`config.mk`:
```
export PLATFORM = sky130hd
export DESIGN_NAME = uart_modem_ctl
export DESIGN_NICKNAME = d
export VERILOG_FILES = /design/src/rtl/uart_ms_pkg.sv /design/src/rtl/ms_pin_sync.sv /design/src/rtl/ms_status_track.sv /design/src/rtl/ms_byte_path.sv /design/src/rtl/uart_modem_ctl.sv
export SDC_FILE = /design/constraint.sdc
export NUM_CORES = 1
export LEC_CHECK = 0
export BUFFER_PORTS_ARGS = -buffer_cell sky130_fd_sc_hd__buf_2
export CORE_UTILIZATION = 40
export DETAILED_ROUTE_END_ITERATION = 16
export PLACE_DENSITY_LB_ADDON = 0.2
export SYNTH_ARGS = -nofsm -noshare
export SYNTH_HDL_FRONTEND = slang
export SYNTH_HIERARCHICAL = 1
export SYNTH_SLANG_ARGS = --single-unit
```
`constraint.sdc`:
```
create_clock -name clk -period 3 [get_ports clk]
set_clock_uncertainty 0.15 [all_clocks]
set_input_delay 0.45 -clock clk [delete_from_list [all_inputs] [get_ports clk]]
set_output_delay 0.45 -clock clk [all_outputs]
set_load 0.02 [all_outputs]
```
`src/rtl/uart_ms_pkg.sv`:
```
package uart_ms_pkg;
  localparam int DATA_W = 8;
  localparam int ADDR_W = 3;
  localparam logic [ADDR_W-1:0] A_DATA  = 3'd0;
  localparam logic [ADDR_W-1:0] A_IEN   = 3'd1;
  localparam logic [ADDR_W-1:0] A_MCTL  = 3'd4;
  localparam logic [ADDR_W-1:0] A_MSTAT = 3'd6;
  // modem line bundle, active high; packed order matches status bits 7..4
  typedef struct packed {
    logic dcd;
    logic ri;
    logic dsr;
    logic cts;
  } mline_t;
endpackage

```
`src/rtl/ms_pin_sync.sv`:
```
module ms_pin_sync #(
  parameter int WIDTH = 4,
  parameter int STAGES = 2,
  parameter logic [WIDTH-1:0] RST_VAL = '1
) (
  input  logic             clk,
  input  logic             rst_n,
  input  logic [WIDTH-1:0] din,
  output logic [WIDTH-1:0] dout
);
  logic [WIDTH-1:0] stg [STAGES];

  always_ff @(posedge clk or negedge rst_n) begin
    if (!rst_n) begin
      for (int i = 0; i < STAGES; i++) stg[i] <= RST_VAL;
    end else begin
      stg[0] <= din;
      for (int i = 1; i < STAGES; i++) stg[i] <= stg[i-1];
    end
  end

  assign dout = stg[STAGES-1];
endmodule

```
`src/rtl/ms_status_track.sv`:
```
module ms_status_track
  import uart_ms_pkg::*;
(
  input  logic       clk,
  input  logic       rst_n,
  input  mline_t     line_now,
  input  logic       stat_rd,
  output logic [3:0] delta
);
  mline_t     prev;
  logic [3:0] hit;

  always_comb begin
    hit[0] = line_now.cts ^ prev.cts;
    hit[1] = line_now.dsr ^ prev.dsr;
    hit[2] = prev.ri & ~line_now.ri;   // trailing edge of ringing only
    hit[3] = line_now.dcd ^ prev.dcd;
  end

  always_ff @(posedge clk or negedge rst_n) begin
    if (!rst_n) begin
      prev  <= '0;
      delta <= '0;
    end else begin
      prev  <= line_now;
      delta <= stat_rd ? hit : (delta | hit);
    end
  end


  cts_flag_chk: assert property (@(posedge clk) disable iff (!rst_n)
    (line_now.cts != prev.cts) |=> delta[0]);

  ri_lead_chk: assert property (@(posedge clk) disable iff (!rst_n)
    (!delta[2] && !(prev.ri && !line_now.ri)) |=> !delta[2]);

  rd_clear_chk: assert property (@(posedge clk) disable iff (!rst_n)
    (stat_rd && hit == 4'd0) |=> delta == 4'd0);
endmodule

```
`src/rtl/ms_byte_path.sv`:
```
module ms_byte_path #(
  parameter int DW = 8
) (
  input  logic          clk,
  input  logic          rst_n,
  input  logic          loop,
  input  logic          wr_byte,
  input  logic [DW-1:0] wdata,
  input  logic          rd_byte,
  output logic [DW-1:0] rbr,
  output logic          rbr_full,
  output logic          thr_empty,
  output logic          tx_valid,
  input  logic          tx_ready,
  output logic [DW-1:0] tx_data,
  input  logic          rx_valid,
  output logic          rx_ready,
  input  logic [DW-1:0] rx_data
);
  logic thr_full;

  assign tx_valid  = thr_full;
  assign thr_empty = ~thr_full;
  assign rx_ready  = ~rbr_full & ~loop;

  always_ff @(posedge clk or negedge rst_n) begin
    if (!rst_n) begin
      thr_full <= 1'b0;
      tx_data  <= '0;
    end else if (thr_full) begin
      if (tx_ready) thr_full <= 1'b0;
    end else if (wr_byte && !loop) begin
      thr_full <= 1'b1;
      tx_data  <= wdata;
    end
  end

  always_ff @(posedge clk or negedge rst_n) begin
    if (!rst_n) begin
      rbr_full <= 1'b0;
      rbr      <= '0;
    end else if (loop && wr_byte) begin
      rbr_full <= 1'b1;
      rbr      <= wdata;
    end else if (rx_valid && rx_ready) begin
      rbr_full <= 1'b1;
      rbr      <= rx_data;
    end else if (rd_byte) begin
      rbr_full <= 1'b0;
    end
  end


  tx_hold_chk: assert property (@(posedge clk) disable iff (!rst_n)
    (tx_valid && !tx_ready) |=> (tx_valid && $stable(tx_data)));

  loop_load_chk: assert property (@(posedge clk) disable iff (!rst_n)
    (loop && wr_byte) |=> (rbr_full && !$rose(tx_valid)));

  rx_take_chk: assert property (@(posedge clk) disable iff (!rst_n)
    (rx_valid && rx_ready) |=> (rbr_full && rbr == $past(rx_data)));
endmodule

```
`src/rtl/uart_modem_ctl.sv`:
```
module uart_modem_ctl
  import uart_ms_pkg::*;
#(
  parameter int SYNC_STAGES = 2
) (
  input  logic              clk,
  input  logic              rst_n,
  input  logic              reg_wr,
  input  logic              reg_rd,
  input  logic [ADDR_W-1:0] reg_addr,
  input  logic [DATA_W-1:0] reg_wdata,
  output logic [DATA_W-1:0] reg_rdata,
  output logic              tx_valid,
  input  logic              tx_ready,
  output logic [DATA_W-1:0] tx_data,
  input  logic              rx_valid,
  output logic              rx_ready,
  input  logic [DATA_W-1:0] rx_data,
  input  logic              cts_n,
  input  logic              dsr_n,
  input  logic              ri_n,
  input  logic              dcd_n,
  output logic              dtr_n,
  output logic              rts_n,
  output logic              out1_n,
  output logic              out2_n,
  output logic              irq_modem,
  output logic              irq_rx,
  output logic              irq_tx
);
  logic [4:0]        mctl;        // 0 dtr, 1 rts, 2 out1, 3 out2, 4 loop
  logic              en_rx, en_tx, en_ms;
  logic [3:0]        pins_q;
  mline_t            ext_line, loop_line, line_now;
  logic [3:0]        delta;
  logic [DATA_W-1:0] rbr;
  logic              rbr_full, thr_empty;
  logic              loop;

  assign loop = mctl[4];

  always_ff @(posedge clk or negedge rst_n) begin
    if (!rst_n) begin
      mctl  <= '0;
      en_rx <= 1'b0;
      en_tx <= 1'b0;
      en_ms <= 1'b0;
    end else if (reg_wr) begin
      if (reg_addr == A_MCTL) mctl <= reg_wdata[4:0];
      if (reg_addr == A_IEN) begin
        en_rx <= reg_wdata[0];
        en_tx <= reg_wdata[1];
        en_ms <= reg_wdata[3];
      end
    end
  end

  ms_pin_sync #(.WIDTH(4), .STAGES(SYNC_STAGES), .RST_VAL(4'hF)) u_sync (
    .clk  (clk),
    .rst_n(rst_n),
    .din  ({dcd_n, ri_n, dsr_n, cts_n}),
    .dout (pins_q)
  );

  always_comb begin
    ext_line      = mline_t'(~pins_q);
    loop_line.cts = mctl[1];
    loop_line.dsr = mctl[0];
    loop_line.ri  = mctl[2];
    loop_line.dcd = mctl[3];
    line_now      = loop ? loop_line : ext_line;
  end

  ms_status_track u_stat (
    .clk     (clk),
    .rst_n   (rst_n),
    .line_now(line_now),
    .stat_rd (reg_rd && reg_addr == A_MSTAT),
    .delta   (delta)
  );

  ms_byte_path #(.DW(DATA_W)) u_path (
    .clk      (clk),
    .rst_n    (rst_n),
    .loop     (loop),
    .wr_byte  (reg_wr && reg_addr == A_DATA),
    .wdata    (reg_wdata),
    .rd_byte  (reg_rd && reg_addr == A_DATA),
    .rbr      (rbr),
    .rbr_full (rbr_full),
    .thr_empty(thr_empty),
    .tx_valid (tx_valid),
    .tx_ready (tx_ready),
    .tx_data  (tx_data),
    .rx_valid (rx_valid),
    .rx_ready (rx_ready),
    .rx_data  (rx_data)
  );

  always_comb begin
    case (reg_addr)
      A_DATA:  reg_rdata = rbr;
      A_IEN:   reg_rdata = {4'b0, en_ms, 1'b0, en_tx, en_rx};
      A_MCTL:  reg_rdata = {3'b0, mctl};
      A_MSTAT: reg_rdata = {line_now, delta};
      default: reg_rdata = '0;
    endcase
  end

  assign dtr_n  = loop | ~mctl[0];
  assign rts_n  = loop | ~mctl[1];
  assign out1_n = loop | ~mctl[2];
  assign out2_n = loop | ~mctl[3];

  assign irq_modem = en_ms & (|delta);
  assign irq_rx    = en_rx & rbr_full;
  assign irq_tx    = en_tx & thr_empty;


  ring_irq_chk: assert property (@(posedge clk) disable iff (!rst_n)
    ($fell(line_now.ri) && en_ms) |=> irq_modem);
endmodule

```
==> results.cfg, run 1 <==
[yosys]
postSynthRegisterBits = 42
netlist-cell-type-count = 35
synth_top_family_by_area = compound AO/OA/AOI/OAI gates
synth.cell_area_sq_mm = 0.00211
yosys-mux-area-fraction_pct = 11.8
synth-simple-area-share_pct = 12.5
netlist_instances = 176
synth_xor_area_share_pct = 1.24
synth_nets = 205
synth-edff-count = 0
synth_area_per_cell_sq_um = 12.0
yosysWarnings = 6
synth_fa_ha_area_share_pct = 0
synth-async-reset-ratio_pct = 100
ys_seq_area_share_pct = 50.2
synth_compound_area_share_pct = 14.2
synth_ff_type = dfrtp_1

[worst_setup_path]
required_ns = 2.40
critPathLaunchType = input port
worst_ep_arrival_time_ns = 1.60
cp_max_fo = 9
reg2reg_from = mctl[4]$_DFFE_PN0P_
path_class = input port to primary output
startpoint = reg_addr[2]
cp-end-kind = primary output

[floorplan]
rows = 26
start_util_pct = 41.4
dieWidth_microns = 74.7
die_area_sq_mm = 0.00558
ios = 54
coreArea_sq_mm = 0.00511
die_h_microns = 74.7

[route]
dr.pass1.iters = 4
drt-wirelength-per-cell_microns = 15.1
drc = 0
postRouteAntennaNets = 0
avgViaCountPerCell = 5.04
vias = 1483
wirelength_mm = 4.45
drt_iter0_markers = 110

[power]
p_int_uw = 1160
p_comb_share_pct = 32.2
p_seq_share_pct = 47.0
clkPwrFrac_pct = 20.8
p_switching_uw = 622
switching_share_pct = 34.8
ir_worst_vdd_mv = 0.367
leakage_uw = 0.00115
p_per_area_mw_per_mm2 = 729

[status]
status = finished, final reports clean

[clocking]
clkLatencyLatePin_ns = 0.29
clk_pin_slew_worst_paths_ns = 0.07
cts_made_buffers = 5
root_buffer = clkbuf_8
cts_sinks = 42
cts_htree_levels = 2
ctsResizeCount = 0
ctsHoldBuffers = 0
cts_buffer_depth = 2
cts_tree = built
postCtsSetupRepairBufs = 0

[grt]
grt_pass1_vias = 1504
grt_pass1_wl_mm = 7.25
grt_use_total_pct = 18.1
grt_max_degree = 43
grt_overflow = 0
antenna_found_initial = 0

[sta]
fmax_ghz = 0.454
rsz0062_at_grt = no
fin_crit_ns = 2.20
finalWorstSetupSlack_ns = 0.795
tns_ns = 0
max_slew_margin_pct = 37.7
worst_pin_slew_ns = 0.934
setup_viol = 0
final-hold-violation-count = 0
drv_slew = 0
min_period_over_period_pct = 73.5

[placed_design]
dpl.hpwl_mm = 3.26
numPortBuffers = 53
gp_congestion = 0.762
dp_cells = 286
dp_slack_ns = 0.755

[worst_hold_path]
hold_class = input port to flip-flop
hp-start = cts_n

[final_layout]
areaGrowthSynthToFinish_pct = 15.8
layout-drive-gt1-share_pct = 45.1
fin_cells = 294
antenna_cells = 0
final_cell_mix = buf_2 (53), dfrtp_1 (34), inv_1 (23)
layout.nets = 252
final_common_cell = buf_2

[run]
maxCapViolCount = 0
[final timing paths]
check / to / slack [ns] / depth (start not counted)
min in group asynchronous: mctl[2]$_DFFE_PN0P_ / 0.16 / 1
worst max-delay path: reg_rdata[5] / 0.80 / 4
worst min-delay path: u_sync/stg[4]$_DFF_PN1_ / 0.10 / 1
max in group asynchronous: u_path/rbr[0]$_DFFE_PN0P_ / 1.97 / 1
worst min register to register: u_sync/dout[1]$_DFF_PN1_ / 0.20 / 0
worst max register to register: u_path/rbr[1]$_DFFE_PN0P_ / 1.04 / 3
[metrics by stage]
step           power (uW)  hold WS, ns  instance area (sq um)  utilization [%]
2_1_floorplan        1260      0.00441                   2110                -
3_3_place_gp         1420        0.197                   2360             46.2
3_5_place_dp         1430        0.197                   2360             46.2
4_1_cts              1810       0.0871                   2450             47.9
5_1_grt              1910       0.0851                   2450             47.9
6_report             1790        0.104                   2450             47.9
[synthesized netlist by cell type (2+ instances only)]
cell	number	area, sq um
a21oi_1	13	65.1
a221oi_2	8	120
and2_1	3	18.8
buf_4	5	37.5
buf_6	6	67.6
clkbuf_1	2	7.51
dfrtp_1	34	851
dfstp_2	8	210
inv_1	23	86.3
mux2_2	16	180
mux2i_1	7	70.1
nand2b_1	4	25.0
nand2b_4	2	27.5
nor2_1	6	22.5
nor3b_4	2	37.5
nor4b_1	9	78.8
o21ai_1	3	15.0
o22ai_1	4	25.0
o32ai_1	3	26.3
xnor2_1	3	26.3
[critical path, cell delays in order]
cell     delay, ns
buf_2         0.17
or2_0         0.37
o32ai_1       0.37
buf_2         0.23
[layer usage]
layer  vias to the layer above  share of wire (%)  GRT usage, %  wire, microns
met1                       723                 50          26.2           2240
met3                         5                5.1          4.95            228
met2                        48                 43          25.6           1920
met4                         0                1.5          7.55             66
met5                         -                  0             0              0
li1                        707                  -             -              -
[layout make-up]
| type | count | area, sq um |
|---|---|---|
| inverter | 23 | 86.3 |
| sequential | 42 | 1060 |
| multi-input combinational | 96 | 842 |
| timing repair buffer | 55 | 280 |
| fill | 495 | 2660 |
| clock buffer | 7 | 86.3 |
| clock inverter | 1 | 5.00 |
| tap | 70 | 87.6 |
[power groups by stage]
stage / registers (uW) / clock network [uW] / logic [uW]
detailed placement: 851 / 0 / 579
finish: 839 / 372 / 576
CTS: 842 / 388 / 581
global route: 863 / 414 / 637
global placement: 849 / 0 / 574
floorplan: 845 / 0 / 415
[state kept, by name (all words and copies together), names as in the netlist]
| name | flops |
|---|---|
| en_rx | 1 |
| u_path/tx_data | 8 |
| u_sync/stg | 4 |
| u_stat/prev | 4 |
| u_stat/delta | 4 |
| u_path/tx_valid | 1 |
| en_ms | 1 |
| u_path/rbr_full | 1 |
| u_sync/dout | 4 |
| mctl | 5 |
| u_path/rbr | 8 |
| en_tx | 1 |
[kinds of logic (layout without fill, tap and decap cells)]
group | after synthesis | count (layout)
flops | 42 | 42
xor+xnor | 3 | 3
mux | 23 | 23
compound gates | 37 | 37
buf+inv | 38 | 86
simple gates | 33 | 33
Power figures use the tool's default switching activity.
==> inputs of run 2 (changes only) <==
==> constraint.sdc (replaced) <==
create_clock -name clk -period 1.8 [get_ports clk]
set_clock_uncertainty 0.15 [all_clocks]
set_input_delay 0.27 -clock clk [delete_from_list [all_inputs] [get_ports clk]]
set_output_delay 0.27 -clock clk [all_outputs]
set_load 0.02 [all_outputs]
==> run 2 against run 1 <==
Clock-buffer cell count down 2. Via count grew 5.5%. Clock power increased by 93%. Non-clock buffer count grew 23. Sequential power increased by 62%. Critical path type is now flip-flop to primary output. Largest cell class unchanged.
==> results.cfg, run 2 (synthesis gave the netlist of run 1 again) <==
[status]
status = finished, final reports clean

[sta]
finalWorstSetupSlack_ns = 0.0201
setup_viol = 0
final-hold-violation-count = 0
drv_slew = 0
max_slew_margin_pct = 63.8
fmax_ghz = 0.562
min_period_over_period_pct = 98.9
tns_ns = 0
fin_crit_ns = 1.78
rsz0062_at_grt = yes
worst_pin_slew_ns = 0.536

[worst_setup_path]
cp_max_fo = 6
cp_slowest_cell = dfrtp_2
max_stage_delay_ns = 0.45
cp_cell_sequence = buf_6 > a21oi_2 > o32ai_2 > buf_4
worst_ep_arrival_time_ns = 1.36
cp-end-kind = primary output
critPathLaunchType = flip-flop
required_ns = 1.38
path_class = flip-flop to primary output

[power]
power_uw = 3240
p_comb_share_pct = 36.0
clkPwrFrac_pct = 22.1
p_seq_share_pct = 41.9
leakage_uw = 0.00129
ir_worst_vdd_mv = 0.600
p_per_area_mw_per_mm2 = 1170
switching_share_pct = 33.7
p_switching_uw = 1090
p_int_uw = 2150

[final_layout]
stdcell_area_sq_mm = 0.00278
areaGrowthSynthToFinish_pct = 31.4
layout-drive-gt1-share_pct = 53.8
antenna_cells = 0
layout.nets = 275
fin_cells = 317
nFillCells = 485
final_cell_mix = buf_2 (50), dfrtp_1 (33), inv_1 (23)
final_common_cell = buf_2
reg_top3 = u_path/rbr (8), u_path/tx_data (8), mctl (5)
regArea_sq_mm = 0.00106
multi_input_area_sq_um = 908

[clocking]
root_buffer = clkbuf_8
clk_pin_slew_worst_paths_ns = 0.07
cts_tree = built
clkLatencyLatePin_ns = 0.29
cts_sinks = 42
cts_buffer_depth = 2
cts_htree_levels = 2
cts_made_buffers = 5

[grt]
antenna_found_initial = 0
grt_overflow = 0
grt_pass1_vias = 1587
grt_use_total_pct = 19.0
grt_max_degree = 43
grt_pass1_wl_mm = 7.71

[route]
vias = 1565
drt-wirelength-per-cell_microns = 14.8
postRouteAntennaNets = 0
avgViaCountPerCell = 4.94
wirelength_mm = 4.70
drt_iter0_markers = 71
drc = 0
dr.pass1.iters = 4

[floorplan]
coreArea_sq_mm = 0.00511
ios = 54
die_area_sq_mm = 0.00558
dieWidth_microns = 74.7
die_h_microns = 74.7
rows = 26
start_util_pct = 41.4

[placed_design]
dpl.hpwl_mm = 3.41
dp_cells = 298
numPortBuffers = 53
placed_area_sq_mm = 0.00249
gp_congestion = 0.855
dp_slack_ns = 0.0389

[worst_hold_path]
hold_class = input port to flip-flop

[run]
maxCapViolCount = 0
## run 2: cell count changes in the layout (fill, tap and decap cells not counted), moves of 4 or more
cell,before,now
buf_4,2,16
a21oi_1,13,9
nor2_1,6,2
dlygate4sd3_1,0,6
a21oi_2,0,4
## run 2: what timing repair did
action,4_1_cts,5_1_grt
pin swaps,1,1
hold buffers,6,0
endpoints found under the hold margin,39,0
gates resized for setup,17,6
cloned,1,0
buffers inserted,2,2
setup endpoints to repair,4,5
## run 2: final timing paths
kind	start	to	slack (ns)	cells past startpoint
min reg2reg	u_sync/stg[5]$_DFF_PN1_	u_sync/dout[1]$_DFF_PN1_	0.21	0
max in group asynchronous	rst_n	u_sync/stg[6]$_DFF_PN1_	0.91	3
max reg2reg	mctl[4]$_DFFE_PN0P_	u_path/rbr[4]$_DFFE_PN0P_	0.12	3
min in group asynchronous	rst_n	u_path/tx_data[4]$_DFFE_PN0P_	0.33	3
max	mctl[4]$_DFFE_PN0P_	reg_rdata[5]	0.02	4
min	reg_wdata[6]	u_path/tx_data[6]$_DFFE_PN0P_	0.08	2
## run 2: routing by layer
metal | vias up | wire (microns) | track usage [%]
met2 | 49 | 2170 | 28.8
met5 | - | 0 | 0
li1 | 755 | - | -
met1 | 753 | 2230 | 26.5
met4 | 0 | 86 | 7.55
met3 | 8 | 221 | 4.55
## run 2: cell type report
class | count | area share [%]
inverters | 23 | 3.11
well taps | 70 | 3.15
repair buffers | 78 | 18.9
multi-input cells | 96 | 32.7
clock buffers | 5 | 2.48
flip-flops and latches | 42 | 38.2
clock inverters | 3 | 1.44
## run 2: power by group through the flow
stage               Combinational, uW  Sequential [uW]  Clock, uW
floorplan                         693             1410          0
global placement                 1060             1370          0
detailed placement               1070             1370          0
CTS                              1140             1360        743
global route                     1280             1400        787
finish                           1170             1360        717
## run 2: stage by stage
stage	util, %	hold slack [ns]
after floorplan	-	-0.176
final	54.4	0.0817
after CTS	53.6	0.0702
after global placement	48.8	0.112
after detailed placement	48.8	0.114
after global routing	54.4	0.0824
## run 2: worst max-delay path, delay by kind of cell, from the launching register on
family | cells | cell delay (ns)
flops | 1 | 0.45
buf+inv | 2 | 0.34
compound gates | 2 | 0.28
==> inputs of run 3 (changes only) <==
--- a/config.mk
+++ b/config.mk
@@ -5,6 +5,7 @@
 export SDC_FILE = /design/constraint.sdc
 export NUM_CORES = 1
 export LEC_CHECK = 0
+export ABC_AREA = 1
 export BUFFER_PORTS_ARGS = -buffer_cell sky130_fd_sc_hd__buf_2
 export CORE_UTILIZATION = 40
 export DETAILED_ROUTE_END_ITERATION = 16
@@ -13,3 +14,4 @@
 export SYNTH_HDL_FRONTEND = slang
 export SYNTH_HIERARCHICAL = 1
 export SYNTH_SLANG_ARGS = --single-unit
+export TNS_END_PERCENT = 1
==> run 3 against run 2 <==
Cell count is 24% higher. Worst setup slack better by 0.016 ns. Critical path depth up 1. Critical endpoint is now reg_rdata[4]. Flip-flop and latch count unchanged. Final area down 0.41%.
==> results.cfg, run 3 <==
[worst_setup_path]
path_class = flip-flop to primary output
cp-end-kind = primary output
worst_ep_arrival_time_ns = 1.34
critPathLaunchType = flip-flop
cp_common_cell = buf_6
max_stage_delay_ns = 0.45
cp_max_fo = 5
cp_slowest_cell = dfrtp_2
required_ns = 1.38
cp_cell_sequence = buf_6 > o21ai_4 > nand2_1 > nand3_2 > buf_6

[final_layout]
areaGrowthSynthToFinish_pct = 28.2
final_cell_mix = nand2_1 (79), buf_2 (49), inv_1 (34), nand3_1 (34), dfrtp_1 (33)
layout.nets = 351
reg_top3 = u_path/rbr (8), u_path/tx_data (8), mctl (5)
final_common_cell = nand2_1
stdcell_area_sq_mm = 0.00277
layout-drive-gt1-share_pct = 36.5
antenna_cells = 0

[floorplan]
dieWidth_microns = 75.5
ios = 54
coreArea_sq_mm = 0.00514
rows = 26
die_area_sq_mm = 0.00569
die_h_microns = 75.5
start_util_pct = 42.0

[sta]
fmax_ghz = 0.567
worst_pin_slew_ns = 0.529
setup_viol = 0
whs_ns = 0.0821
finalWorstSetupSlack_ns = 0.0360
rsz0062_at_grt = yes
final-hold-violation-count = 0
min_period_over_period_pct = 98.0
drv_slew = 0
tns_ns = 0
fin_crit_ns = 1.76
max_slew_margin_pct = 64.8

[yosys]
ys_seq_area_share_pct = 49.2
synth_nets = 285
synth-async-reset-ratio_pct = 100
synth_fa_ha_area_share_pct = 0
netlist-cell-type-count = 26
synth.most_common_cell = nand2_1
synth-edff-count = 0
yosys-mux-area-fraction_pct = 0
postSynthRegisterBits = 42
synth-simple-area-share_pct = 32.2
synth_top_area_share_pct = 39.4
netlist_instances = 256
synth_xor_area_share_pct = 0
synth_compound_area_share_pct = 7.36
synth_area_per_cell_sq_um = 8.43
synth_ff_type = dfrtp_1
synth_top_family_by_area = simple AND/OR/NAND/NOR gates
synth_top_cells_by_count = nand2_1 (85), nand3_1 (35), dfrtp_1 (34), inv_1 (34), o21ai_1 (11)
yosysWarnings = 6
synth.cell_area_sq_mm = 0.00216
synth_area_leader_cell = dfrtp_1
synthTopCellsByArea = dfrtp_1 (39%), nand2_1 (15%), dfstp_2 (9.7%)

[placed_design]
numPortBuffers = 53
placed_area_sq_mm = 0.00248
gp_congestion = 0.795
dpl.hpwl_mm = 3.59
dp_slack_ns = 0.0896

[grt]
grt_overflow = 0
grt_pass1_vias = 1557
grt_max_degree = 26
grt_pass1_wl_mm = 7.38
grt_use_total_pct = 17.7
antenna_found_initial = 0

[clocking]
cts_buffer_depth = 2
clkLatencyLatePin_ns = 0.29
clk_pin_slew_worst_paths_ns = 0.08
cts_sinks = 42
root_buffer = clkbuf_8
cts_made_buffers = 5
cts_tree = built
cts_htree_levels = 2

[route]
wirelength_mm = 4.75
drt-wirelength-per-cell_microns = 12.1
drc = 0
dr.pass1.iters = 4
drt_iter0_markers = 120
avgViaCountPerCell = 4.65
vias = 1829
postRouteAntennaNets = 0

[power]
p_per_area_mw_per_mm2 = 1070
leakage_uw = 0.00148
ir_worst_vdd_mv = 0.538

[run]
maxCapViolCount = 0

[worst_hold_path]
hold_class = input port to flip-flop

[status]
status = finished, final reports clean
==> run 3: report_power, final <==
part	internal [uW]	switching (uW)	total, uW	leakage [uW]
Combinational	355	527	882	0.000926
Sequential	1160	163	1330	0.000494
Clock	416	326	741	0.0000585
==> run 3: cells by family (layout without fill, tap and decap cells) <==
kind of cell | Yosys count | count (layout)
simple gates | 142 | 142
compound gates | 24 | 24
flops | 42 | 42
buf+inv | 48 | 115
==> run 3: layout make-up <==
cell class                 count  area, sq um
fill                         511         2370
sequential                    42         1060
multi-input combinational    166          912
timing repair buffer          71          457
inverter                      36          135
tap                           70         87.6
clock buffer                   5         68.8
clock inverter                 3         43.8
==> run 3: worst paths after layout <==
check                                        start                       endpoint  slack [ns]  cells after the start
setup / recovery               mctl[4]$_DFFE_PN0P_                   reg_rdata[4]        0.04                      5
min in group asynchronous                    rst_n              en_tx$_DFFE_PN0P_        0.34                      2
hold / removal                        reg_wdata[4]            mctl[4]$_DFFE_PN0P_        0.08                      3
max in group asynchronous                    rst_n      u_path/rbr[3]$_DFFE_PN0P_        0.62                      3
setup reg to reg               mctl[4]$_DFFE_PN0P_  u_path/tx_data[0]$_DFFE_PN0P_        0.36                      4
hold reg to reg            u_sync/stg[4]$_DFF_PN1_       u_sync/dout[0]$_DFF_PN1_        0.21                      0
==> run 3: through the flow <==
stage	power [uW]	util (%)	instances
3_3_place_gp	2130	48.2	375
5_1_grt	3140	53.8	393
2_1_floorplan	1860	-	256
4_1_cts	2910	51.8	389
3_5_place_dp	2140	48.2	375
6_report	2950	53.8	393
==> run 3: per-layer routing <==
layer / part of all wire, % / vias to the layer above / GRT usage [%] / wire length (microns)
met4: 1.3 / 0 / 5.56 / 60
met2: 47 / 46 / 26.8 / 2210
met1: 48 / 836 / 25.4 / 2270
met5: 0 / - / 0 / 0
met3: 4.4 / 6 / 4.23 / 210
li1: - / 941 / - / -
==> run 3: critical path: cells and delay by family, from the launching register on <==
kind / cells / cell delay (ns)
buffers and inverters: 2 / 0.26
DFF: 1 / 0.45
and+or+nand+nor: 2 / 0.17
AOI/OAI and AO/OA: 1 / 0.17
==> run 3: timing repair <==
action	4_1_cts	5_1_grt
hold buffers	6	0
hold endpoints to repair	20	0
gates resized for setup	5	22
setup endpoints to repair	5	5
buffers inserted	0	4
pin swaps	0	3
